===== src/rtl/irq_reg_bank.sv =====
module irq_reg_bank #(
  parameter int NUM_SRC    = 4,
  parameter int ADDR_W     = 10,
  parameter int DATA_W     = 32,
  parameter int STATE_OFF  = 'h0,
  parameter int ENABLE_OFF = 'h4,
  parameter int TEST_OFF   = 'h8
) (
  input  logic              clk,
  input  logic              rst_n,
  input  logic              bus_we,
  input  logic [ADDR_W-1:0] bus_addr,
  input  logic [DATA_W-1:0] bus_wdata,
  output logic [DATA_W-1:0] bus_rdata,
  input  logic [NUM_SRC-1:0] hw_evt,
  output logic [NUM_SRC-1:0] irq
);

  logic [NUM_SRC-1:0] state_q, enable_q;
  logic [NUM_SRC-1:0] wbits, clr_mask, force_mask;
  logic sel_state, sel_enable, sel_test;
  logic unused_wdata;

  assign sel_state  = bus_addr == ADDR_W'(STATE_OFF);
  assign sel_enable = bus_addr == ADDR_W'(ENABLE_OFF);
  assign sel_test   = bus_addr == ADDR_W'(TEST_OFF);

  assign wbits        = bus_wdata[NUM_SRC-1:0];
  assign unused_wdata = ^bus_wdata[DATA_W-1:NUM_SRC];

  assign clr_mask   = (bus_we && sel_state) ? wbits : '0;
  assign force_mask = (bus_we && sel_test)  ? wbits : '0;

  always_ff @(posedge clk) begin
    if (!rst_n) begin
      state_q  <= '0;
      enable_q <= '0;
    end else begin
      state_q <= (state_q & ~clr_mask) | force_mask | hw_evt;
      if (bus_we && sel_enable) enable_q <= wbits;
    end
  end

  assign irq = state_q & enable_q;

  always_comb begin
    bus_rdata = '0;
    if (sel_state)       bus_rdata[NUM_SRC-1:0] = state_q;
    else if (sel_enable) bus_rdata[NUM_SRC-1:0] = enable_q;
  end

endmodule



===== config.mk =====
export PLATFORM = sky130hd
export DESIGN_NAME = irq_reg_bank
export DESIGN_NICKNAME = d
export VERILOG_FILES = /design/src/rtl/irq_reg_bank.sv
export SDC_FILE = /design/constraint.sdc
export NUM_CORES = 1
export LEC_CHECK = 0
export BUFFER_PORTS_ARGS = -buffer_cell sky130_fd_sc_hd__buf_2
export CELL_PAD_IN_SITES_DETAIL_PLACEMENT = 2
export CELL_PAD_IN_SITES_GLOBAL_PLACEMENT = 2
export CORE_ASPECT_RATIO = 0.6
export CORE_MARGIN = 2
export CORE_UTILIZATION = 14
export CTS_BUF_LIST = sky130_fd_sc_hd__clkbuf_16
export DETAILED_ROUTE_END_ITERATION = 8
export PLACE_DENSITY_LB_ADDON = 0.1
export REMOVE_ABC_BUFFERS = 1
export SETUP_SLACK_MARGIN = 0.5
export SYNTH_ARGS = -nofsm -noshare
export SYNTH_HDL_FRONTEND = slang
export SYNTH_SLANG_ARGS = --single-unit

===== constraint.sdc =====
create_clock -name clk -period 1.65 [get_ports clk]
set_input_delay 0.2475 -clock clk [delete_from_list [all_inputs] [get_ports clk]]
set_output_delay 0.2475 -clock clk [all_outputs]
set_load 0.02 [all_outputs]

==> impl_metrics.csv <==
group,metric,value,unit
clock_tree,ctsLongestPathBuffers,2,
place,port_buffers,28,
clock_tree,cts_sinks,8,
global_routing,grt_pass1_vias,726,
final_layout,layout_commonest_cell,"conb_1",
outcome,outcome,"complete, no violations",
final_layout,final_cell_mix,"conb_1, buf_2, nand2_1, buf_4",
place,hpwl,2080,µm
run,drv_cap,0,
drt,antenna_left,0,
setup_path,critPathArrivalTime,1.62,ns
setup_path,r2r-end,"state_q[1]",
hold_path,hold_end,"state_q[3]",
die,dieArea,0.00609,mm²
setup_path,crit_fanout,4,
setup_path,cp-end-kind,"flop",
final_layout,area_delta_synth_final,45.0,%
sta,fin_crit_sh,0.916,
drt,viasPerCell,3.74,
global_routing,gr-total-overflow,0,
pwr,switching_share,0.274,
clock_tree,htreeDepth,1,
die,initial_utilization,0.148,
final_layout,antenna_cells,0,
sta,setup-violations-final,0,
setup_path,timing.rr.start,"state_q[1]",
pwr,power_frac_seq,0.270,
drt,drc,0,
pwr,clkPwrFrac,0.518,
sta,grt_setup_unrepaired,"yes",
global_routing,grt_pass1_wl,3950,µm
drt,first_pass_iters,2,
hold_path,min_from,"hw_evt[3]",
final_layout,post-route-util,0.215,
place,placed_cells,191,
clock_tree,clkLatencyLatePin,0.23,ns
die,rows,20,
final_layout,fin_nets,180,
synthesis,synth_seq_cells,8,
pwr,ir_drop,0.000289,V
global_routing,antenna_found_initial,0,
sta,hold_viol,0,
pwr,power_density,710,mW/mm²
clock_tree,numCtsBuffers,3,
setup_path,crit_required,1.76,ns
drt,vias,730,
synthesis,ys_top_cells_by_area,"buf_4, dfxtp_1, mux2i_1",
setup_path,setup.worst_path.class,"primary input to flop",
pwr,comb_power_share,0.211,
setup_path,ff2ff_path_depth,2,
setup_path,cp-start-kind,"primary input",
die,die_h,61.2,µm
final_layout,drive_gt1_frac,0.419,
drt,drt-wirelength-per-cell,13.3,µm
setup_path,r2r_slack,0.99,ns
pwr,p_int,571,µW
synthesis,synth_largest_area_cell,"buf_4",
die,coreArea,0.00515,mm²
synthesis,syn_inst,97,
drt,dr.first_iter.drc_count,7,
global_routing,grt_max_degree,21,
synthesis,avgSynthCellArea,7.88,µm²
drt,drt-total-wl,2580,µm
final_layout,fin_cells,195,
synthesis,synth_cell_types,18,
sta,fin_ws,0.138,ns
pwr,p_switching,216,µW
hold_path,min_path_type,"primary input to flop",
sta,finalMaxSlewViolations,0,
synthesis,yosysSeqAreaShare,0.209,
clock_tree,cts_root_buf,"clkbuf_16",
sta,fin_skew,0,ns
hold_path,holdPathStages,3,
die,die_width,99.4,µm
pwr,finalPower,787,µW
clock_tree,cts_tree,"built",
place,post-place-ws,-0.180,ns
synthesis,netlist_area,764,µm²
global_routing,grt.total_usage,0.0876,
die,io_pins,85,
sta,max_freq,0.661,GHz
synthesis,yosys_warnings,0,
place,place.gp.congestion,0.675,
clock_tree,clk_pin_slew,0.04,ns
synthesis,synth_top_area_share,0.275,
pwr,p_leak,0.524,nW
sta,post-route-min-period,1.51,ns
## state kept, by name, summed over array words and instances, names as in the netlist
name,flops
state_q,4
enable_q,4
## power groups by stage
| stage | Combinational [mW] | Clock, mW | Sequential (mW) |
|---|---|---|---|
| floorplan | 0.0840 | 0 | 0.211 |
| global placement | 0.143 | 0 | 0.214 |
| detailed placement | 0.143 | 0 | 0.214 |
| CTS | 0.164 | 0.425 | 0.213 |
| global route | 0.182 | 0.437 | 0.215 |
| finish | 0.166 | 0.408 | 0.213 |
## worst max path at each step
stage                        end  depth (start not counted)        start
global placement     enable_q[2]                          5  bus_addr[7]
global route         enable_q[3]                          5  bus_addr[4]
floorplan           bus_rdata[0]                          3  bus_addr[7]
CTS                  enable_q[3]                          5  bus_addr[4]
finish               enable_q[3]                          5  bus_addr[4]
detailed placement   enable_q[3]                          5  bus_addr[7]
## critical path, cell delays in order
cell and delay [ns]:
buf_6 0.09, or4_4 0.53, or4_4 0.49, buf_6 0.15, mux2i_1 0.11
## cells in the mapped netlist
cell and n:
or4_1 1, nand3_1 4, mux2i_1 8, buf_4 28, buf_2 1, dfxtp_1 8, and2_1 4, nor3_1 4
or4_4 2, nor4_1 2, o311ai_0 2, nand2_1 14, and4b_1 4, o311ai_1 2, clkbuf_1 4, nand4_1 4
conb_1 1, nand3b_1 4
## per-layer routing
metal  global-route usage  wire length, µm
met1                0.113             1270
met2                0.144             1180
met3               0.0329              123
met4               0.0176               10
met5                    0                0
## through the flow
| step | hold WS, ns | setup TNS (ns) | instance area, µm² |
|---|---|---|---|
| 2_1_floorplan | 0.357 | -0.430 | 636 |
| 3_3_place_gp | 0.453 | -0.685 | 903 |
| 3_5_place_dp | 0.448 | -0.720 | 903 |
| 4_1_cts | 0.211 | 0 | 1090 |
| 5_1_grt | 0.237 | 0 | 1110 |
| 6_report | 0.211 | 0 | 1110 |
## repair_timing
action                                  CTS  global route
endpoints found under the setup margin   14            15
resized for setup                        23             9
hold endpoints to repair                  0             0
hold buffers                              0             0
pin swaps                                 7             1
setup buffers                             1             0
## logic make-up (layout without fill, tap and decap cells)
family | after synthesis | count (layout) | synth area share
multiplexers | 8 | 8 | 0.105
flip-flops | 8 | 8 | 0.209
buffers and inverters | 33 | 38 | 0.301
AO/OA/AOI/OAI | 4 | 4 | 0.0458
other | 1 | 28 | 0.00491
AND/OR/NAND/NOR | 43 | 43 | 0.334
## cell type report
| type | count | area, µm² |
|---|---|---|
| Multi-Input combinational cell | 83 | 536 |
| Fill cell | 604 | 4050 |
| Sequential cell | 8 | 166 |
| Timing Repair Buffer | 35 | 249 |
| Tap cell | 66 | 82.6 |
| Clock buffer | 3 | 75.1 |
Power figures use the tool's default switching activity.
